==> config.mk <==
export PLATFORM = sky130hd
export DESIGN_NAME = dterm_ctrl
export DESIGN_NICKNAME = d
export VERILOG_FILES = /design/src/rtl/dterm_pkg.sv /design/src/rtl/dterm_cmd_decode.sv /design/src/rtl/dterm_window_path.sv /design/src/rtl/dterm_ctrl.sv
export SDC_FILE = /design/constraint.sdc
export NUM_CORES = 1
export LEC_CHECK = 0
export BUFFER_PORTS_ARGS = -buffer_cell sky130_fd_sc_hd__buf_2
export CAP_MARGIN = 20
export CORE_MARGIN = 10
export CORE_UTILIZATION = 55
export CTS_CLUSTER_DIAMETER = 40
export DETAILED_ROUTE_END_ITERATION = 6
export HOLD_SLACK_MARGIN = 0.08
export PLACE_DENSITY = 0.84
export SYNTH_ARGS = -nofsm -noshare
export SYNTH_HDL_FRONTEND = slang
export SYNTH_HIERARCHICAL = 1
export SYNTH_SLANG_ARGS = --single-unit
==> constraint.sdc <==
create_clock -name clk -period 6.98 [get_ports clk]
set_clock_uncertainty 0.15 [all_clocks]
set_input_delay 0.349 -clock clk [delete_from_list [all_inputs] [get_ports clk]]
set_output_delay 0.349 -clock clk [all_outputs]
set_load 0.005 [all_outputs]
==> src/rtl/dterm_pkg.sv <==
package dterm_pkg;
  localparam int CMD_W = 3;

  typedef enum logic [CMD_W-1:0] {
    CMD_NOP   = 3'd0,
    CMD_READ  = 3'd1,
    CMD_WRITE = 3'd2,
    CMD_TOFF  = 3'd3,
    CMD_ACT   = 3'd4,
    CMD_PRE   = 3'd5,
    CMD_REF   = 3'd6,
    CMD_MODE  = 3'd7
  } cmd_e;

  // strobes from the command decode to the window datapath
  typedef struct packed {
    logic fire;       // a termination-off window must be queued
    logic sampleLat;  // no window pending: latency input may be captured
  } ctl_strobe_t;
endpackage

==> src/rtl/dterm_cmd_decode.sv <==
module dterm_cmd_decode
  import dterm_pkg::*;
#(
  parameter int NUM_RANKS = 2
) (
  input  logic                 clk,
  input  logic                 rstN,
  input  logic [CMD_W-1:0]     cmdCode,
  input  logic [NUM_RANKS-1:0] csN,
  input  logic                 winBusy,
  output ctl_strobe_t          strobes
);
  logic                 isTrigCmd;
  logic [NUM_RANKS-1:0] rankHit;

  always_comb isTrigCmd = (cmdCode == CMD_READ) || (cmdCode == CMD_TOFF);

  // every rank on the shared bus is snooped
  for (genvar r = 0; r < NUM_RANKS; r++) begin : g_rank
    assign rankHit[r] = isTrigCmd & ~csN[r];
  end

  always_comb begin
    strobes.fire      = |rankHit;
    strobes.sampleLat = !winBusy;
  end

  // a deselected bus never queues a window
  p_deselect_quiet_r4: assert property (@(posedge clk) disable iff (!rstN)
    (&csN) |-> !strobes.fire);

  // non-trigger codes never queue a window
  p_other_cmd_quiet_r4: assert property (@(posedge clk) disable iff (!rstN)
    !((cmdCode == CMD_READ) || (cmdCode == CMD_TOFF)) |-> !strobes.fire);
endmodule

==> src/rtl/dterm_window_path.sv <==
module dterm_window_path
  import dterm_pkg::*;
#(
  parameter int MIN_CL  = 5,
  parameter int MAX_CL  = 12,
  parameter int WIN_LEN = 4,
  parameter int LAT_W   = 4
) (
  input  logic             clk,
  input  logic             rstN,
  input  ctl_strobe_t      strobes,
  input  logic [LAT_W-1:0] casLat,
  output logic             winBusy,
  output logic             dataTermEn
);
  // latest disabled edge offset is MAX_CL-1+WIN_LEN-1
  localparam int MAP_W = MAX_CL + WIN_LEN - 1;
  localparam logic [LAT_W-1:0] MIN_V = LAT_W'(MIN_CL);
  localparam logic [LAT_W-1:0] MAX_V = LAT_W'(MAX_CL);

  logic [LAT_W-1:0] latClamped, latHeld, latUse;
  logic [MAP_W-1:0] offMap, offNext, winMask;

  always_comb begin
    if (casLat < MIN_V)      latClamped = MIN_V;
    else if (casLat > MAX_V) latClamped = MAX_V;
    else                     latClamped = casLat;
  end

  always_comb latUse = strobes.sampleLat ? latClamped : latHeld;

  // bit i set means "disabled after the edge i cycles from now"
  always_comb begin
    for (int i = 0; i < MAP_W; i++) begin
      winMask[i] = (i + 1 >= int'(latUse)) && (i + 2 <= int'(latUse) + WIN_LEN);
    end
  end

  always_comb offNext = (offMap >> 1) | (strobes.fire ? winMask : '0);
  always_comb winBusy = |offMap;

  always_ff @(posedge clk or negedge rstN) begin
    if (!rstN) begin
      offMap     <= '0;
      latHeld    <= MIN_V;
      dataTermEn <= 1'b1;
    end else begin
      offMap     <= offNext;
      dataTermEn <= ~offNext[0];
      if (strobes.sampleLat) latHeld <= latClamped;
    end
  end

  // a trigger always leaves work queued
  p_window_queued_r1: assert property (@(posedge clk) disable iff (!rstN)
    strobes.fire |=> winBusy);

  // from idle, the first four edges after a trigger stay enabled (CL >= 5)
  p_no_early_r2: assert property (@(posedge clk) disable iff (!rstN)
    (strobes.fire && strobes.sampleLat) |=> dataTermEn ##1 dataTermEn ##1 dataTermEn ##1 dataTermEn);

  // every disabled stretch is at least four clocks
  p_min_width_r2: assert property (@(posedge clk) disable iff (!rstN)
    $fell(dataTermEn) |=> !dataTermEn ##1 !dataTermEn ##1 !dataTermEn);

  // captured latency frozen while work is pending
  p_lat_hold_r7: assert property (@(posedge clk) disable iff (!rstN)
    winBusy |=> $stable(latHeld));
endmodule

==> src/rtl/dterm_ctrl.sv <==
module dterm_ctrl
  import dterm_pkg::*;
#(
  parameter int NUM_RANKS = 2,
  parameter int MIN_CL    = 5,
  parameter int MAX_CL    = 12,
  parameter int WIN_LEN   = 4,
  parameter int LAT_W     = 4
) (
  input  logic                 clk,
  input  logic                 rstN,
  input  logic [CMD_W-1:0]     cmdCode,
  input  logic [NUM_RANKS-1:0] csN,
  input  logic [LAT_W-1:0]     casLat,
  output logic                 dataTermEn,
  output logic                 cmdTermEn
);
  ctl_strobe_t strobes;
  logic        winBusy;

  dterm_cmd_decode #(.NUM_RANKS(NUM_RANKS)) u_decode (
    .clk     (clk),
    .rstN    (rstN),
    .cmdCode (cmdCode),
    .csN     (csN),
    .winBusy (winBusy),
    .strobes (strobes)
  );

  dterm_window_path #(
    .MIN_CL (MIN_CL),
    .MAX_CL (MAX_CL),
    .WIN_LEN(WIN_LEN),
    .LAT_W  (LAT_W)
  ) u_path (
    .clk       (clk),
    .rstN      (rstN),
    .strobes   (strobes),
    .casLat    (casLat),
    .winBusy   (winBusy),
    .dataTermEn(dataTermEn)
  );

  // address/command termination never switches
  assign cmdTermEn = 1'b1;
endmodule

Word-level counts from Yosys, hierarchy flattened

Cells that the tools add are included.

Register bits after elaboration: 20
Input bits: 11
Output and inout bits: 2

Add/subtract/negate cells: 1
Order comparisons: 31
Equal/unequal tests: 2
Mux-type cells: 4
Bitwise operators: 6
Reductions and logical operators: 17

Operator list:

| kind                                                              | count |
|---|---|
| less-or-equal comparator 5 x 32 -> 1 bit (first input constant)   | 8 |
| less-or-equal comparator 4 x 32 -> 1 bit (first input constant)   | 4 |
| less-or-equal comparator 3 x 32 -> 1 bit (first input constant)   | 2 |
| less-or-equal comparator 6 x 32 -> 1 bit (first input constant)   | 1 |
| greater-or-equal comparator 4 bit (first input constant)          | 7 |
| greater-or-equal comparator 3 x 4 -> 1 bit (first input constant) | 4 |
| two-way mux 15 bit                                                | 1 |
| OR 14 x 15 -> 15 bit                                              | 1 |
| OR reduction 15 bit                                               | 1 |
| logical AND 1 bit                                                 | 14 |
| two-way mux 4 bit                                                 | 3 |
| greater-or-equal comparator 2 x 4 -> 1 bit (first input constant) | 2 |
| adder 4 x 3 -> 5 bit (second input constant)                      | 1 |
| greater-or-equal comparator 1 x 4 -> 1 bit (first input constant) | 1 |
| greater-than comparator 4 bit (second input constant)             | 1 |
| less-than comparator 4 x 3 -> 1 bit (second input constant)       | 1 |
| equality test 3 x 1 -> 1 bit (second input constant)              | 1 |
| equality test 3 x 2 -> 1 bit (second input constant)              | 1 |
| NOT 1 bit                                                         | 3 |
| AND 1 bit                                                         | 2 |
| OR reduction 2 bit                                                | 1 |
| logical OR 1 bit                                                  | 1 |

Depth between registers and ports, before layout

Gate-level depths: netlist (run 1).

Depth after elaboration: 10
Mapped depth: 12
Mapped depth without buffers: 11

Modules after synthesis

The synthesis (run 1) kept the hierarchy.

By module, submodules not included:

| module            | instances | cells an instance | area each (µm²) |
|---|---|---|---|
| dterm_window_path | 1         | 109               | 1141.1 |
| dterm_cmd_decode  | 1         | 3                 | 20.0 |
| dterm_ctrl        | 1         | 2                 | 11.3 |

Worst setup path after synthesis (run 1)

No wires, ideal clock.

Path type: reg-to-reg
Start: register u_path.offMap[6]
End: register u_path.offMap[8]
Library setup time: 0.104 ns
Arrival: 2.611 ns
Required time: 6.726 ns
Slack: 4.116 ns
Cell stages (with the launch flop): 11
Path buffers: 1
Cells stage by stage: dfrtp_1 nor4_1 nand4_1 inv_1 buf_4 mux2i_1 inv_1 ha_1 nor2_1 o221a_1 o41ai_2

Longest elaborated chain between the ends: 7
Elaborated cells on any way between the ends: 8

RTL lines:

| item                                     | RTL line                | source |
|---|---|---|
| start, declared                          | dterm_window_path.sv:22 | `logic [MAP_W-1:0] offMap, offNext, winMask;` |
| start signal, assigned                   | dterm_window_path.sv:48 | `offMap <= offNext;` |
| OR reduction 15 bit *                    | dterm_window_path.sv:40 | `always_comb winBusy = \|offMap;` |
| named net winBusy                        | dterm_ctrl.sv:19        | `logic winBusy;` |
| two-way mux 4 bit *                      | dterm_window_path.sv:30 | `always_comb latUse = strobes.sampleLat ? latClamped : latHeld;` |
| named net u_path.latUse[3]               | dterm_window_path.sv:21 | `logic [LAT_W-1:0] latClamped, latHeld, latUse;` |
| adder 4 x 3 -> 5 bit                     | dterm_window_path.sv:35 | `winMask[i] = (i + 1 >= int'(latUse)) && (i + 2 <= int'(latUse) + WIN_LEN);` |
| less-or-equal comparator 5 x 32 -> 1 bit | dterm_window_path.sv:35 |  |
| logical AND 1 bit *                      | dterm_window_path.sv:35 |  |
| two-way mux 15 bit *                     | dterm_window_path.sv:39 | `always_comb offNext = (offMap >> 1) \| (strobes.fire ? winMask : '0);` |
| OR 14 x 15 -> 15 bit *                   | dterm_window_path.sv:39 |  |
| named net u_path.offNext[8]              | dterm_window_path.sv:22 |  |

Mark *: on every way through the listed nets, which the timed path passes. The rest lies on a longest branch.

Worst setup path in the final report (run 1)

Start: register u_path.offMap[6]
End: register u_path.offMap[7]

Same word-level chain as after synthesis.

==> results of run 1 <==
==> logic make-up (layout without fill, tap and decap cells) <==
kind of cell,Yosys count,after routing,synth area share
buffers and inverters,19,30,0.0843
flip-flops,20,20,0.430
adder cells (fa/ha/maj),8,8,0.0854
AND/OR/NAND/NOR,22,22,0.0993
AO/OA/AOI/OAI,41,41,0.273
XOR/XNOR,1,1,0.00747
multiplexers,2,2,0.0171
other,1,1,0.00320
==> registers in the layout (all words and copies together), names as in the netlist <==
| register | cells |
|---|---|
| u_path/dataTermEn | 1 |
| u_path/latHeld | 4 |
| u_path/offMap | 15 |
==> where the power goes <==
group	internal [mW]	leakage [nW]	switching, mW
logic	0.0246	0.363	0.0336
clock network	0.0223	0.0150	0.0351
registers	0.132	0.241	0.00879
==> placed cells by master, fill, tap and decap left out, types with 2 or more instances in the layout <==
cell type | synthesis | final
nor2_1 | 5 | 5
nor3_1 | 2 | 2
o22ai_1 | 2 | 2
nor4_1 | 3 | 3
inv_1 | 14 | 14
o21bai_1 | 2 | 2
clkbuf_4 | 0 | 3
dfstp_2 | 3 | 3
a21o_1 | 3 | 3
ha_1 | 8 | 8
o21ai_0 | 6 | 6
mux2i_1 | 2 | 2
a21oi_1 | 2 | 2
a31oi_1 | 6 | 6
buf_2 | 0 | 10
nand2_1 | 6 | 6
a31o_2 | 8 | 8
o41ai_1 | 2 | 2
nand3_1 | 2 | 2
nor2b_1 | 2 | 2
dfrtp_1 | 17 | 17
==> per-layer routing <==
layer | global-route usage | vias to the layer above | wire, µm
li1 | - | 433 | -
met1 | 0.158 | 447 | 1020
met2 | 0.203 | 62 | 1340
met3 | 0.0373 | 6 | 305
met4 | 0.0524 | 0 | 38
met5 | 0 | - | 0
==> area by class of cell <==
cell class / count / area, µm² / share of cell area
inverter: 15 / 68.8 / 0.0545
tap: 27 / 33.8 / 0.0268
timing repair buffer: 11 / 60.1 / 0.0476
multi-input combinational: 75 / 569 / 0.451
clock buffer: 4 / 26.3 / 0.0208
sequential: 20 / 504 / 0.399
==> stage by stage <==
stage | worst slack (ns) | std cells | cell area (µm²)
floorplan | 4.12 | 114 | 1170
detailed placement | 3.40 | 147 | 1230
global placement | 3.57 | 147 | 1230
global route | 3.04 | 152 | 1260
CTS | 3.36 | 152 | 1260
finish | 3.29 | 152 | 1260
==> final timing paths <==
kind	to	slack, ns	depth (start not counted)
worst max register to register	u_path/offMap[7]	3.29	9
max in group asynchronous	u_path/latHeld[2]	5.98	2
worst max-delay path	u_path/offMap[7]	3.29	9
min in group asynchronous	u_path/offMap[8]	0.35	2
worst min-delay path	u_path/dataTermEn	0.29	1
worst min register to register	u_path/dataTermEn	0.29	1
==> worst register-to-register path: stages (launching register included) <==
cell and delay [ns]:
dfrtp_1 0.40, nor4_1 0.43, nand4_1 0.17, inv_1 0.27
mux2i_1 0.77, inv_1 0.31, ha_1 0.37, nor3_1 0.33
o21ai_0 0.16, a31o_2 0.23
==> summary.txt, run 1 <==
Outcome
  – Status: completed

Logic synthesis
  – EDFF count, synth: 0
  – Distinct cells, synth: 37
  – Synth area leaders: dfrtp_1 36%, ha_1 8.5%, dfstp_2 6.7%, a31o_2 6.0%, inv_1 4.5%
  – Mean Syn Cell Area: about 10 µm²
  – Yosys Warn Count: 6
  – Post-Syn Instances: 114
  – Most frequent cells after synthesis: 17 x dfrtp_1, 14 x inv_1, 8 x a31o_2, 8 x ha_1
  – Yosys top cell area share: 0.363
  – Ys async rst share: 1.00
  – Synthesized cell area: between 1000 and 1500 µm²
  – Count leader, synth: dfrtp_1
  – Post-synthesis sequential area ratio: 0.430
  – Main synth FF type: dfrtp_1
  – Flops & latches, synth: 20
  – Synthesized Nets: about 130
  – Synth area leader: dfrtp_1

Routing
  – Initial DRT Pass Iterations: 4
  – Post-DRT Antenna Nets: 0
  – Post-DR wirelength/cell: ~18 µm
  – Drt total wl: around 2700 µm
  – DR iter-0 viols: between 60 and 70
  – # DRC: 0
  – Via count: between 900 and 1k
  – DR vias/cell: 6.24

Critical path
  – Most Frequent Cell on Critical Path: inv_1
  – Slowest cell delay on critical path: ~0.77 ns
  – Crit path capture type: register
  – CP Buf/Inv Count: 2
  – CP Launch Point: u_path/offMap[6]
  – CP max stage cell: mux2i_1
  – Critical Path RT: 7.02 ns
  – Critical path peak fanout: 11
  – Data arrival, critical path: 3.73 ns
  – Setup crit start kind: register
  – CP top delay family: simple AND/OR/NAND/NOR gates
  – Crit-path cells: nor4_1, nand4_1, inv_1, mux2i_1, inv_1, ha_1, nor3_1, o21ai_0, a31o_2
  – Worst R2R Start: u_path/offMap[6]
  – Crit path kind: register to register

Hold path
  – Worst hold path type: register to register
  – Start point of the worst hold path: u_path/offMap[1]

Die
  – Num ports: 13
  – Initial Util: 0.586
  – CORE AREA: between 2000 and 2500 µm²
  – Die area: about 4400 µm²
  – Die Wd: about 66 µm
  – Row count: 16
  – Die Y: roughly 66 µm

Clock network
  – Root Driver: clkbuf_4
  – Clk buf depth: 2
  – Clock transition at path regs: 0.12 ns
  – CTS resizes: 0
  – Skew-Pair Late Insertion Delay: roughly 0.30 ns
  – CTS H-Tree Depth: 1
  – Clock sinks: 20
  – Cts hold-fix bufs: 1
  – Post-CTS setup buffer count: 0
  – TritonCTS Buffers: 3
  – CTS tree: yes

Place
  – Placer Congestion: 0.968
  – DP HPWL: ~2000 µm
  – Port Buffers: 10

Timing
  – Max Slew Vio Count: 0
  – Worst Tran Pin Value: 0.902 ns
  – Max frequency: about 270 MHz
  – Final TNS setup: 0 ns
  – Final setup fails: 0
  – Hold Slack: about 0.29 ns
  – RSZ-0062 raised after global routing: no
  – Final Cycle Share: 0.529
  – Final period demand of the worst path: about 3.7 ns
  – Final Hold Fails: 0
  – Worst relative slew slack: 0.398

Final layout
  – Share of cells above drive strength 1: 0.240
  – Final core occ: 0.631
  – # diodes: 0
  – Final net count: approximately 150
  – Fillcell total: 160
  – Syn-to-layout area delta: 7.68%

Global routing
  – Gr ovfl total: 0
  – Vias in the first global route: roughly 960
  – First-pass GRT wire length: 4430 µm
  – Initial antenna violation count: 0
  – Tot GR Track Use: 0.128
  – Largest net degree at the start of global routing: 21

Pwr
  – Leak pwr: roughly 0.62 nW
  – Total power: between 0.2 and 0.3 mW
  – Power Density: slightly above 200 nW/µm²
  – Worst VDD drop: between 0.1 and 0.15 mV

Job
  – Max cap viols: 0
Note: power is estimated with default switching activity, not from simulation.
==> inputs of run 2 (changes only) <==
--- a/config.mk
+++ b/config.mk
@@ -8,11 +8,11 @@
 export BUFFER_PORTS_ARGS = -buffer_cell sky130_fd_sc_hd__buf_2
 export CAP_MARGIN = 20
 export CORE_MARGIN = 10
-export CORE_UTILIZATION = 55
+export CORE_UTILIZATION = 51
 export CTS_CLUSTER_DIAMETER = 40
 export DETAILED_ROUTE_END_ITERATION = 6
 export HOLD_SLACK_MARGIN = 0.08
-export PLACE_DENSITY = 0.84
+export PLACE_DENSITY = 0.82
 export SYNTH_ARGS = -nofsm -noshare
 export SYNTH_HDL_FRONTEND = slang
 export SYNTH_HIERARCHICAL = 1
==> constraint.sdc (replaced) <==
create_clock -name clk -period 3 [get_ports clk]
set_clock_uncertainty 0.15 [all_clocks]
set_input_delay 0.15 -clock clk [delete_from_list [all_inputs] [get_ports clk]]
set_output_delay 0.15 -clock clk [all_outputs]
set_load 0.005 [all_outputs]
==> run 2 against run 1 <==
Global-route usage is 0.51 points lower. Routed wire length is 5.4% lower. Final area rose by 4.9%. Combinational power rose by 140%. Critical path depth increased by 1. Via count fell by 0.63%. Fmax is 33% higher. Clock-buffer cell count shrank 1.
==> summary.txt, run 2 (same netlist as run 1, synthesis figures left out) <==
Outcome
  – Status: completed

Die
  – Row count: 17 (+1)
  – Initial Util: 0.535 (-0.0505)
  – Die Y: 67.9 µm (+2.7%)
  – Die area: 4620 µm² (+5.4%)
  – CORE AREA: 2190 µm² (+9.4%)
  – Num ports: 13 (unchanged)
  – Die Wd: 67.9 µm (+2.7%)

Final layout
  – Largest Register: u_path/offMap
  – Syn-to-layout area delta: 12.9%
  – Largest register FFs: 15 (unchanged)
  – Commonest non-fill, non-tap cell in the layout: dfrtp_1
  – Fillcell total: 179 (+12%)
  – Commonest non-fill, non-tap cells in the layout: 17 x dfrtp_1, 13 x inv_1, 10 x buf_2
  – Share of cells above drive strength 1: 0.289 (+0.0491)
  – Top Registers: u_path/offMap: 15 flops, u_path/latHeld: 4 flops, u_path/dataTermEn: 1 flops
  – Final net count: 148 (+2.1%)
  – Finished Cell Area: 1320 µm² (+4.9%)
  – # diodes: 0 (unchanged)

Global routing
  – Tot GR Track Use: 0.123 (-0.00507)
  – Initial antenna violation count: 0 (unchanged)
  – First-pass GRT wire length: 4280 µm (-3.3%)
  – Vias in the first global route: 917 (-4.3%)
  – Gr ovfl total: 0 (unchanged)
  – Largest net degree at the start of global routing: 21 (unchanged)

Critical path
  – Slowest cell delay on critical path: 0.40 ns (-0.37 ns)
  – Most Frequent Cell on Critical Path: nor2_1
  – Worst R2R Start: u_path/offMap[10]
  – CP top delay family: compound AO/OA/AOI/OAI gates
  – Data arrival, critical path: 2.85 ns (-0.88 ns)
  – Setup crit start kind: register
  – Flop2flop setup slack: 0.23 ns (-3.06 ns)
  – Critical Path RT: 3.07 ns (-3.95 ns)
  – Crit path capture type: register
  – R2R depth: 10 (+1)
  – Critical path peak fanout: 9 (-2)
  – Crit-path cells: nor4_1, nand4_1, inv_2, nor2_1, a31oi_1, buf_4, ha_1, nor2_1, o221a_1, o41ai_2
  – CP Buf/Inv Count: 2 (unchanged)
  – Crit path kind: register to register
  – CP max stage cell: dfrtp_1
  – FF-to-FF End: u_path/offMap[8]

Place
  – DP HPWL: 1830 µm (-7.7%)
  – Placer Congestion: 0.890 (-8.1%)
  – Port Buffers: 10 (unchanged)
  – Placed cell areas: 1250 µm² (+1.9%)

Routing
  – Drt total wl: 2560 µm (-5.4%)
  – Via count: 942 (-0.63%)
  – Initial DRT Pass Iterations: 4 (unchanged)
  – DR vias/cell: 6.04 (-3.2%)
  – DR iter-0 viols: 33 (-51%)
  – # DRC: 0 (unchanged)
  – Post-DR wirelength/cell: 16.4 µm (-7.8%)
  – Post-DRT Antenna Nets: 0 (unchanged)

Timing
  – Max Slew Vio Count: 0 (unchanged)
  – Final Hold Fails: 0 (unchanged)
  – Worst relative slew slack: 0.601 (+0.203)
  – Final TNS setup: 0 ns (unchanged)
  – RSZ-0062 raised after global routing: no
  – Final setup fails: 0 (unchanged)
  – Final Cycle Share: 0.923 (+0.394)
  – Max frequency: 361 MHz (+33%)
  – Final period demand of the worst path: 2.77 ns (-0.923 ns)
  – Worst Tran Pin Value: 0.599 ns (-0.302 ns)

Clock network
  – Root Driver: clkbuf_4
  – CTS H-Tree Depth: 1 (unchanged)
  – Skew-Pair Late Insertion Delay: 0.32 ns (+0.02 ns)
  – Clock sinks: 20 (unchanged)
  – Clk buf depth: 2 (unchanged)
  – Clock transition at path regs: 0.12 ns (about the same)
  – CTS tree: yes
  – TritonCTS Buffers: 3 (unchanged)

Hold path
  – Hold EP: u_path/latHeld[2]
  – Start point of the worst hold path: casLat[3]
  – Hold Path Cell Cnt: 3 (+2)
  – Worst hold path type: primary input to register

Pwr
  – Power Density: 519 nW/µm² (+160%)
  – Leak pwr: 0.649 nW (+4.7%)
  – Worst VDD drop: 0.332 mV (+140%)

Job
  – Max cap viols: 0 (unchanged)
## run 2: worst register-to-register path, delay by kind of cell, from the launching register on
kind	cells	cell delay (ns)
adders and majority gates	1	0.33
buffers and inverters	2	0.36
AOI/OAI and AO/OA	3	0.76
DFF	1	0.40
and+or+nand+nor	4	0.68
## run 2: report_power, final
group	leakage, nW	total, mW	internal (mW)	switching, mW
Clock	0.0279	0.223	0.135	0.0876
Combinational	0.379	0.137	0.0603	0.0766
Sequential	0.241	0.327	0.306	0.0208
Total	0.649	0.687	0.502	0.185
## run 2: timing repair
action | CTS | global route
hold buffers | 1 | 0
buffers inserted | 0 | 0
endpoints found under the hold margin | 20 | 0
endpoints found under the setup margin | 0 | 4
resized for setup | 0 | 3
## run 2: metal layers
| metal | share of wire | GRT usage | wire length, µm | vias up |
|---|---|---|---|---|
| met1 | 0.40 | 0.143 | 1030 | 443 |
| met5 | 0 | 0 | 0 | - |
| met3 | 0.083 | 0.0294 | 213 | 7 |
| met4 | 0.026 | 0.0729 | 66 | 0 |
| li1 | - | - | - | 444 |
| met2 | 0.49 | 0.202 | 1240 | 48 |
## run 2: worst max-delay path by stage
stage               cells past startpoint  slack (ns)              start          endpoint
floorplan                              10        0.14   u_path/offMap[6]  u_path/offMap[8]
global placement                       10        0.25   u_path/offMap[6]  u_path/offMap[8]
detailed placement                     10        0.20   u_path/offMap[6]  u_path/offMap[8]
CTS                                    10        0.19   u_path/offMap[5]  u_path/offMap[8]
global route                           10       0.008  u_path/offMap[10]  u_path/offMap[4]
finish                                 10        0.23  u_path/offMap[10]  u_path/offMap[8]
## run 2: cell type report
type                    instances  area (µm²)  share of cell area
multi-input cells              75         581               0.439
flip-flops and latches         20         504               0.381
repair buffers                 14        82.6              0.0624
inverters                      15        68.8              0.0520
well taps                      28        35.0              0.0265
clock inverters                 1        30.0              0.0227
clock buffers                   3        22.5              0.0170
## run 2: through the flow
| stage | setup WS, ns | util | cells | hold slack, ns | total power, mW |
|---|---|---|---|---|---|
| 2_1_floorplan | 0.136 | - | 114 | -0.296 | 0.422 |
| 3_3_place_gp | 0.249 | 0.571 | 151 | -0.0403 | 0.458 |
| 3_5_place_dp | 0.201 | 0.571 | 151 | -0.0352 | 0.462 |
| 4_1_cts | 0.188 | 0.599 | 156 | 0.0890 | 0.685 |
| 5_1_grt | 0.00789 | 0.604 | 156 | 0.104 | 0.723 |
| 6_report | 0.230 | 0.604 | 156 | 0.100 | 0.687 |
